[src/rtl/dbtx_pkg.sv]
package dbtx_pkg;

  typedef enum logic [1:0] {
    ST_OFF  = 2'd0,
    ST_PRE  = 2'd1,
    ST_IDLE = 2'd2,
    ST_SEND = 2'd3
  } txState_e;

  typedef enum logic [1:0] {
    PAR_NONE = 2'd0,
    PAR_EVEN = 2'd1,
    PAR_ODD  = 2'd2,
    PAR_MPB  = 2'd3
  } parMode_e;

  typedef struct packed {
    logic loadData;
    logic loadOnes;
    logic shiftBit;
  } txStrobe_t;

endpackage

[src/rtl/dbtx_ctrl.sv]
module dbtx_ctrl
  import dbtx_pkg::*;
#(
  parameter int DATA_W  = 8,
  parameter int OVS     = 16,
  parameter int FRAME_W = DATA_W + 4
) (
  input  logic       clk,
  input  logic       rstN,
  input  logic       txEnable,
  input  logic       baudTick,
  input  logic       clrEmpty,
  input  logic       irqEnable,
  input  logic       fmtLen7,
  input  logic [1:0] fmtParity,
  input  logic       fmtTwoStop,
  output txStrobe_t  strobe,
  output logic       busy,
  output logic       txEmpty,
  output logic       txEnd,
  output logic       txIrq
);

  localparam int TICK_W = (OVS > 1) ? $clog2(OVS) : 1;
  localparam int BIT_W  = $clog2(FRAME_W + 1);

  txState_e          state, nextState;
  logic [TICK_W-1:0] tickCnt;
  logic [BIT_W-1:0]  bitsLeft;
  logic [BIT_W-1:0]  lenNow;
  logic              emptyQ, endQ, irqQ;
  logic              bitDone, lastBit;

  // frame length of the format presented right now: start + data + extra + stops
  always_comb begin
    lenNow = BIT_W'(DATA_W + 2) - BIT_W'(fmtLen7)
           + BIT_W'(fmtParity != PAR_NONE) + BIT_W'(fmtTwoStop);
  end

  assign busy    = (state == ST_PRE) || (state == ST_SEND);
  assign bitDone = busy && baudTick && (tickCnt == TICK_W'(OVS - 1));
  assign lastBit = bitDone && (bitsLeft == BIT_W'(1));

  always_comb begin
    strobe    = '0;
    nextState = state;
    if (!txEnable) begin
      nextState = ST_OFF;
    end else begin
      unique case (state)
        ST_OFF: begin
          strobe.loadOnes = 1'b1;
          nextState       = ST_PRE;
        end
        ST_PRE, ST_SEND: begin
          if (lastBit) begin
            if (!emptyQ) begin
              strobe.loadData = 1'b1;
              nextState       = ST_SEND;
            end else begin
              nextState = ST_IDLE;
            end
          end else if (bitDone) begin
            strobe.shiftBit = 1'b1;
          end
        end
        ST_IDLE: begin
          if (!emptyQ) begin
            strobe.loadData = 1'b1;
            nextState       = ST_SEND;
          end
        end
        default: nextState = ST_OFF;
      endcase
    end
  end

  always_ff @(posedge clk or negedge rstN) begin
    if (!rstN) begin
      state    <= ST_OFF;
      tickCnt  <= '0;
      bitsLeft <= '0;
      emptyQ   <= 1'b1;
      endQ     <= 1'b1;
      irqQ     <= 1'b0;
    end else begin
      state <= nextState;

      if (strobe.loadData || strobe.loadOnes) begin
        tickCnt  <= '0;
        bitsLeft <= lenNow;
      end else if (busy && baudTick) begin
        tickCnt <= bitDone ? '0 : tickCnt + TICK_W'(1);
        if (bitDone) bitsLeft <= bitsLeft - BIT_W'(1);
      end

      if (strobe.loadData)  emptyQ <= 1'b1;
      else if (clrEmpty)    emptyQ <= 1'b0;

      if (!txEnable)                                  endQ <= 1'b1;
      else if (strobe.loadData)                       endQ <= 1'b0;
      else if (lastBit && state == ST_SEND && emptyQ) endQ <= 1'b1;

      irqQ <= strobe.loadData && irqEnable;
    end
  end

  assign txEmpty = emptyQ;
  assign txEnd   = endQ;
  assign txIrq   = irqQ;

endmodule

[src/rtl/dbtx_datapath.sv]
module dbtx_datapath
  import dbtx_pkg::*;
#(
  parameter int DATA_W  = 8,
  parameter int FRAME_W = DATA_W + 4
) (
  input  logic              clk,
  input  logic              rstN,
  input  txStrobe_t         strobe,
  input  logic              busy,
  input  logic              txEnable,
  input  logic              breakEnable,
  input  logic              wrStrobe,
  input  logic [DATA_W-1:0] wrData,
  input  logic              fmtLen7,
  input  logic [1:0]        fmtParity,
  input  logic              mpBit,
  output logic              txd
);

  logic [DATA_W-1:0]  holdReg;
  logic [DATA_W-1:0]  dataMask;
  logic [FRAME_W-1:0] shiftReg;
  logic [FRAME_W-1:0] nextFrame;
  logic               extraBit;
  int                 dataLen;

  always_ff @(posedge clk or negedge rstN) begin
    if (!rstN)         holdReg <= '0;
    else if (wrStrobe) holdReg <= wrData;
  end

  always_comb begin
    dataLen = fmtLen7 ? DATA_W - 1 : DATA_W;
    for (int i = 0; i < DATA_W; i++) dataMask[i] = (i < dataLen);
    unique case (fmtParity)
      PAR_EVEN: extraBit = ^(holdReg & dataMask);
      PAR_ODD:  extraBit = ~^(holdReg & dataMask);
      PAR_MPB:  extraBit = mpBit;
      default:  extraBit = 1'b1;
    endcase
  end

  // assemble the whole frame at once; unused upper slots stay 1 (stop / idle)
  always_comb begin
    nextFrame    = '1;
    nextFrame[0] = 1'b0;
    for (int i = 0; i < DATA_W; i++) begin
      if (i < dataLen) nextFrame[i+1] = holdReg[i];
    end
    for (int i = 1; i < FRAME_W; i++) begin
      if (fmtParity != PAR_NONE && i == dataLen + 1) nextFrame[i] = extraBit;
    end
  end

  always_ff @(posedge clk or negedge rstN) begin
    if (!rstN)                 shiftReg <= '1;
    else if (strobe.loadOnes)  shiftReg <= '1;
    else if (strobe.loadData)  shiftReg <= nextFrame;
    else if (strobe.shiftBit)  shiftReg <= {1'b1, shiftReg[FRAME_W-1:1]};
  end

  always_comb begin
    if (!txEnable)  txd = ~breakEnable;
    else if (busy)  txd = shiftReg[0];
    else            txd = 1'b1;
  end

endmodule

[src/rtl/dbuf_serial_tx.sv]
module dbuf_serial_tx
  import dbtx_pkg::*;
#(
  parameter int DATA_W = 8,
  parameter int OVS    = 16
) (
  input  logic              clk,
  input  logic              rstN,
  input  logic              txEnable,
  input  logic              baudTick,
  input  logic              wrStrobe,
  input  logic [DATA_W-1:0] wrData,
  input  logic              clrEmpty,
  input  logic              irqEnable,
  input  logic              fmtLen7,
  input  logic [1:0]        fmtParity,
  input  logic              fmtTwoStop,
  input  logic              mpBit,
  input  logic              breakEnable,
  output logic              txd,
  output logic              txEmpty,
  output logic              txEnd,
  output logic              txIrq
);

  localparam int FRAME_W = DATA_W + 4;

  txStrobe_t strobe;
  logic      busy;

  dbtx_ctrl #(.DATA_W(DATA_W), .OVS(OVS), .FRAME_W(FRAME_W)) u_ctrl (
    .clk        (clk),
    .rstN       (rstN),
    .txEnable   (txEnable),
    .baudTick   (baudTick),
    .clrEmpty   (clrEmpty),
    .irqEnable  (irqEnable),
    .fmtLen7    (fmtLen7),
    .fmtParity  (fmtParity),
    .fmtTwoStop (fmtTwoStop),
    .strobe     (strobe),
    .busy       (busy),
    .txEmpty    (txEmpty),
    .txEnd      (txEnd),
    .txIrq      (txIrq)
  );

  dbtx_datapath #(.DATA_W(DATA_W), .FRAME_W(FRAME_W)) u_dp (
    .clk         (clk),
    .rstN        (rstN),
    .strobe      (strobe),
    .busy        (busy),
    .txEnable    (txEnable),
    .breakEnable (breakEnable),
    .wrStrobe    (wrStrobe),
    .wrData      (wrData),
    .fmtLen7     (fmtLen7),
    .fmtParity   (fmtParity),
    .mpBit       (mpBit),
    .txd         (txd)
  );

endmodule

[config.mk]
export PLATFORM = sky130hd
export DESIGN_NAME = dbuf_serial_tx
export DESIGN_NICKNAME = d
export VERILOG_FILES = /design/src/rtl/dbtx_pkg.sv /design/src/rtl/dbtx_ctrl.sv /design/src/rtl/dbtx_datapath.sv /design/src/rtl/dbuf_serial_tx.sv
export SDC_FILE = /design/constraint.sdc
export NUM_CORES = 1
export LEC_CHECK = 0
export BUFFER_PORTS_ARGS = -buffer_cell sky130_fd_sc_hd__buf_4
export CAP_MARGIN = 10
export CORE_MARGIN = 4
export CORE_UTILIZATION = 40
export DETAILED_ROUTE_END_ITERATION = 12
export PLACE_DENSITY_LB_ADDON = 0.2
export SETUP_SLACK_MARGIN = 0.5
export SKIP_LAST_GASP = 1
export SYNTH_ARGS = -nofsm -noshare
export SYNTH_HDL_FRONTEND = slang
export SYNTH_SLANG_ARGS = --single-unit
[constraint.sdc]
create_clock -name clk -period 2.1 [get_ports clk]
set_clock_uncertainty 0.05 [all_clocks]
set_input_delay 0.42 -clock clk [delete_from_list [all_inputs] [get_ports clk]]
set_output_delay 0.42 -clock clk [all_outputs]
set_load 0.05 [all_outputs]
### Word-level counts from Yosys, hierarchy flattened

Index checks and enable logic that the tools add are counted.

* add/subtract/negate cells: 6
* order comparisons: 8
* equality and inequality tests: 22
* muxes and demuxes: 50
* bitwise operators: 2
* reductions and logical operators: 30

Operators by type and width (number)
* $eq A4 B32 Y1 const A: 4
* $eq A5 B32 Y1 const A: 4
* $lt A4 B32 Y1 const A: 4
* $eq A3 B32 Y1 const A: 2
* $lt A3 B32 Y1 const A: 2
* $mux W12: 3
* $mux W1: 33
* $add A32 B2 Y32 const B: 1
* $eq A2 B32 Y1 const A: 1
* $lt A1 B32 Y1 const A: 1
* $lt A2 B32 Y1 const A: 1
* $mux W4: 7
* $logic_and A1 B1 Y1: 17
* $add A4 B1 Y4: 2
* $and A8 B8 Y8: 1
* $eq A2 B2 Y1 const B: 4
* $reduce_bool A2 Y1: 4
* $reduce_xnor A8 Y1: 1
* $reduce_xor A8 Y1: 1
* $mux W2: 3
* $pmux W2 S3: 1
* $add A4 B1 Y4 const B: 1
* $eq A2 B1 Y1 const B: 2
* $eq A4 B1 Y1 const B: 1
* 15 further kinds: 17

* flip-flop bits (word level): 33
* input bits: 21
* output and inout bits: 4
* word-level logic and storage cells: 126

### Logic depth before layout (Yosys ltp)

* depth in word-level cells: 11
* mapped depth: 9
* gate-level depth less buffers: 8

### Hierarchy

From an unflattened synthesis, not the netlist that was laid out.

* cells, all modules: 147
* area total of the unflattened synthesis: 1682.9 sq um

Modules (own cells, without submodules)
* dbtx_datapath: instances 1, cells an instance 71, area an instance 912.1 sq um, seq. area each 462.9 sq um
* dbtx_ctrl: instances 1, cells an instance 76, area an instance 770.7 sq um, seq. area each 327.8 sq um

### Worst setup path before layout

No wires, ideal clock.

* path type: input to output
* start point: in txEnable
* end point: out txd
* arrival: 1.496 ns
* required time: 1.630 ns
* path slack: 0.134 ns
* cell stages on the path: 3
* buffers on the path: 1
* cells stage by stage: buf_2 inv_1 a21oi_1

* cells in the longest elaborated chain, start to end: 1

Ends and longest elaborated chain
* start, declared: RTL line dbuf_serial_tx.sv:9 `input logic txEnable,`
* $mux W1: RTL line dbtx_datapath.sv:64 `if (!txEnable) txd = ~breakEnable;`
* end, declared: RTL line dbuf_serial_tx.sv:20 `output logic txd,`

Every way passes these cells.

### Worst setup path after layout

* start point: reg u_ctrl.bitsLeft[1]
* end point: reg u_dp.shiftReg[1]

* cells in the longest elaborated chain, start to end: 7
* elaborated cells on any way between the ends: 10
* classes of those cells: 1 x eq/ne; 7 x mux; 2 x reduce/logical

Ends and longest elaborated chain
* start, declared: RTL line dbtx_ctrl.sv:29 `logic [BIT_W-1:0] bitsLeft;`
* start signal, assigned: RTL line dbtx_ctrl.sv:91 `bitsLeft <= lenNow;`
* start signal, assigned: RTL line dbtx_ctrl.sv:94 `if (bitDone) bitsLeft <= bitsLeft - BIT_W'(1);`
* $eq A4 B1 Y1 *: RTL line dbtx_ctrl.sv:42 `assign lastBit = bitDone && (bitsLeft == BIT_W'(1));`
* $logic_and A1 B1 Y1 *: RTL line dbtx_ctrl.sv:42
* $mux W1: RTL line dbtx_ctrl.sv:56 `if (lastBit) begin`
* $pmux W1 S2: RTL line dbtx_ctrl.sv:50 `unique case (state)`
* $mux W3 *: RTL line dbtx_ctrl.sv:47 `if (!txEnable) begin`
* $mux W12: RTL line dbtx_datapath.sv:59 `else if (strobe.loadData) shiftReg <= nextFrame;`
* $mux W12: RTL line dbtx_datapath.sv:58 `else if (strobe.loadOnes) shiftReg <= '1;`
* end signal, assigned: RTL line dbtx_datapath.sv:59
* end signal, assigned: RTL line dbtx_datapath.sv:60 `else if (strobe.shiftBit) shiftReg <= {1'b1, shiftReg[FRAME_W-1:1]};`
* end, declared: RTL line dbtx_datapath.sv:23 `logic [FRAME_W-1:0] shiftReg;`

Every way passes the cells marked *; elsewhere a longest branch is shown, timed or not.
A chain may end at the register's enable or synchronous reset.

==> results list <==
* Chip Width: 74.7 um
- Buffers on Ports: 24
* #FFs+latches synth: 31
- Max_cap viols: 0
- Subtracting the final worst setup slack from the clock period gives 1.85 ns.
- The path class of the tightest hold or removal check is input pin to asynchronous set/reset pin.
- Combinational cell fraction of total power: 0.254
- Synthesized cell area: 1780 sq um
- The cell sitting at the root of the clock tree is a sky130_fd_sc_hd__clkbuf_8.
- Status: complete, no violations
* Startpoint-to-endpoint class of the critical path: flip-flop to flip-flop
- During synthesis, Yosys emitted a total of 0 warnings.
* Share of the synthesized area in the top cell type: 0.267
- In this run, CTS created clock tree buffers numbering 5.
* Antenna violations before repair: 0
- Share of the clock period used by the worst path: 0.883
- Power per cell area: 681 nW/um^2
- The initial utilization of the core area, before any placement, comes to 0.429.
- Once placement completed, the tool counted placed cells totaling about 240.
* Routed wirelength normalized by instance count: 15.8 um
- Syn nets: slightly below 200
- Final RePlAce weighted congestion: ~0.8
* Count of inserted antenna diode cells: 0
- The worst-case IR drop observed on VDD is 0.375 mV.
- The tree built by TritonCTS fans out to 31 sinks.
* Clock tree from TritonCTS: built
* Final slew viol count: 0
- Total Die Area: 5580 sq um
* Count of boundary I/O pins: 25
* Maximum buffer depth of the clock tree: 2
* Top_reg_cell synth: sky130_fd_sc_hd__dfrtp_1
* DRC violations left: 0
- Summed over all nets, the switching power comes to 0.502 mW.
* Synth async-reset ratio: 1.00
- Number of instances in the synthesized netlist: 170
- Final hold viol count: 0
* Synth-to-layout area growth: 30.2%
- After the flow finishes, the layout carries non-filler instances totaling between 200 and 300.
- Leading cell types in the layout, fill and taps excluded: 30 x sky130_fd_sc_hd__buf_4, 19 x sky130_fd_sc_hd__dfrtp_1, 15 x sky130_fd_sc_hd__nand2_1
* Chip Height: 74.7 um
- Final setup viols: 0
* Final nets: approximately 240
- Proportion of total power due to net switching: 0.318
- Sequential cell fraction of total power: 0.444
* Fraction of layout instances using a drive strength above 1: 0.488
- Data arrival time of the critical path: slightly above 2 ns
* Startpoint types: flip-flop
- Global routing finished with a remaining overflow of 0.
- For this block, the initial DRC count from the detailed router was 119.
- Vias in the first global route: 1466
* Global-route wire length before repair: 6.76 mm
- The routed layout has 1408 vias.
- For the worst setup path, the data required time is 2.27 ns.
- Synth area leader: sky130_fd_sc_hd__dfrtp_1
- Internal power component: 1.07 mW
- STA classifies the critical path endpoint as a flip-flop.
- In the post-synthesis netlist, the biggest area contributors are sky130_fd_sc_hd__dfrtp_1 27%, sky130_fd_sc_hd__dfstp_2 18%, sky130_fd_sc_hd__ha_1 5.6%.
- The worst register-to-register path has a depth of 8.
- The finished cells cover 2320 sq um.
* Top fanout value on the critical path: 5
- Standard cell area after detailed placement: 2040 sq um
* Maximum frequency from static timing analysis: 539 MHz
- Yosys mapped a number of flops with a built-in enable equal to 0.
- After synthesis, the netlist uses 39 different library cells.
- The H-tree was split into 2 levels.
- Transition time at the pin with the least slew margin: roughly 0.39 ns
- Number of iterations in the first detailed-routing pass: 6
- The share of total power dissipated in the clock network is 0.302.
* Number of standard-cell rows in the floorplan: 23
- For the final routed database, the setup TNS stands at 0 ns.
- Post-CTS clock slew at the launch and capture registers of the worst setup and hold paths: 0.07 ns
- The final layout contains routed wiring with a total length of 4.13 mm.
- The worst pin sits at a relative slew slack of 0.739.
- The share of the Yosys chip area taken by registers is 0.444.
- Clock latency on the worst-skew pair, taken at its later pin, is 0.29 ns.
- Number of nets with antenna violations after detailed routing: 0
- Across every metal layer, demand over resource in global routing totals 0.160.
- Leakage: just under 1 nW
* Via count normalized by instance count: 5.39
* Placed wire-length estimate after detailed placement: 2.74 mm
- Maximum number of pins on one net before global-route repair: 32
* Avg Synthesized Cell Area: 10.5 sq um
- RSZ-0062 raised after global routing: yes
- Core area: 4140 sq um
- Hold buffers post-CTS: 0
- Leaving out fill and tap cells, the most frequent cell in the layout is sky130_fd_sc_hd__buf_4.
[power by group through the flow]
stage / clock [mW] / combinational, mW / sequential [mW]
2_1_floorplan: 0 / 0.233 / 0.705
4_1_cts: 0.488 / 0.376 / 0.698
3_5_place_dp: 0 / 0.327 / 0.709
6_report: 0.476 / 0.400 / 0.700
3_3_place_gp: 0 / 0.319 / 0.706
5_1_grt: 0.520 / 0.439 / 0.706
[cell families after synthesis]
| group | count (synthesis) | share of synthesized area |
|---|---|---|
| adders and majority gates | 8 | 0.0563 |
| muxes | 9 | 0.0563 |
| AOI/OAI and AO/OA | 33 | 0.140 |
| and+or+nand+nor | 63 | 0.202 |
| xor gates and xnor gates | 9 | 0.0520 |
| DFF | 31 | 0.444 |
| buffers and inverters | 17 | 0.0492 |
[layout make-up]
cell class / count / area, sq um
clock buffer: 5 / 68.8
clock inverter: 3 / 20.0
fill: 392 / 1830
inverter: 11 / 41.3
multi-input combinational: 123 / 1020
sequential: 31 / 791
tap: 50 / 62.6
timing repair buffer: 38 / 315
[sequential cells by signal (all words and copies together), names as in the netlist]
register / count
u_ctrl.bitsLeft: 4
u_ctrl.state: 2
u_ctrl.tickCnt: 4
u_ctrl.txEmpty: 1
u_ctrl.txEnd: 1
u_ctrl.txIrq: 1
u_dp.holdReg: 8
u_dp.shiftReg: 10
[cells in the mapped netlist (3+ instances only)]
| cell | number |
|---|---|
| sky130_fd_sc_hd__a21oi_1 | 6 |
| sky130_fd_sc_hd__xnor2_1 | 6 |
| sky130_fd_sc_hd__nor2_2 | 3 |
| sky130_fd_sc_hd__mux2_2 | 8 |
| sky130_fd_sc_hd__dfrtp_1 | 19 |
| sky130_fd_sc_hd__inv_1 | 11 |
| sky130_fd_sc_hd__nand3_1 | 6 |
| sky130_fd_sc_hd__dfstp_2 | 12 |
| sky130_fd_sc_hd__o22ai_2 | 7 |
| sky130_fd_sc_hd__nor3_1 | 10 |
| sky130_fd_sc_hd__nand2_1 | 16 |
| sky130_fd_sc_hd__ha_1 | 8 |
| sky130_fd_sc_hd__o21ai_0 | 9 |
| sky130_fd_sc_hd__nor2_1 | 17 |
[stage by stage]
step / worst slack, ns / power, mW / hold WS, ns / util
CTS: 0.239 / 1.56 / 0.0129 / 0.539
finish: 0.245 / 1.58 / 0.00355 / 0.559
global placement: 0.238 / 1.03 / 0.321 / 0.492
detailed placement: 0.215 / 1.04 / 0.331 / 0.492
floorplan: 0.349 / 0.937 / 0.0744 / -
global route: 0.171 / 1.66 / 0.0188 / 0.559
[repair_timing]
item / 4_1_cts / 5_1_grt
endpoints found under the setup margin: 24 / 24
cloned: 1 / 1
buffers inserted: 7 / 1
pin swaps: 8 / 8
resized for setup: 13 / 16
[path summary, 6_finish.rpt]
check                              startpoint               end  slack (ns)
min                                      rstN   u_ctrl.state[1]       0.004
max reg2reg                u_ctrl.bitsLeft[1]  u_dp.shiftReg[1]        0.25
max in group asynchronous                rstN  u_dp.shiftReg[5]        1.67
min in group clk                     clrEmpty    u_ctrl.txEmpty        0.20
min reg2reg                  u_dp.shiftReg[1]  u_dp.shiftReg[0]        0.47
max                        u_ctrl.bitsLeft[1]  u_dp.shiftReg[1]        0.25
[worst max-delay path, stage by stage (launching register included)]
cell and delay, ns:
sky130_fd_sc_hd__dfrtp_1 0.40, sky130_fd_sc_hd__inv_2 0.06, sky130_fd_sc_hd__ha_1 0.12, sky130_fd_sc_hd__or3b_4 0.42, sky130_fd_sc_hd__o21a_4 0.23, sky130_fd_sc_hd__o21a_1 0.21, sky130_fd_sc_hd__buf_6 0.15, sky130_fd_sc_hd__o22ai_2 0.10
sky130_fd_sc_hd__nor2_2 0.04
[metal layers]
layer	routed length (um)	global-route usage	vias to the layer above
li1	-	-	666
met2	2210	0.275	35
met5	0	0	-
met3	199	0.0481	8
met4	58	0.0573	0
met1	1660	0.190	699
(Power assumes the default switching activity.)
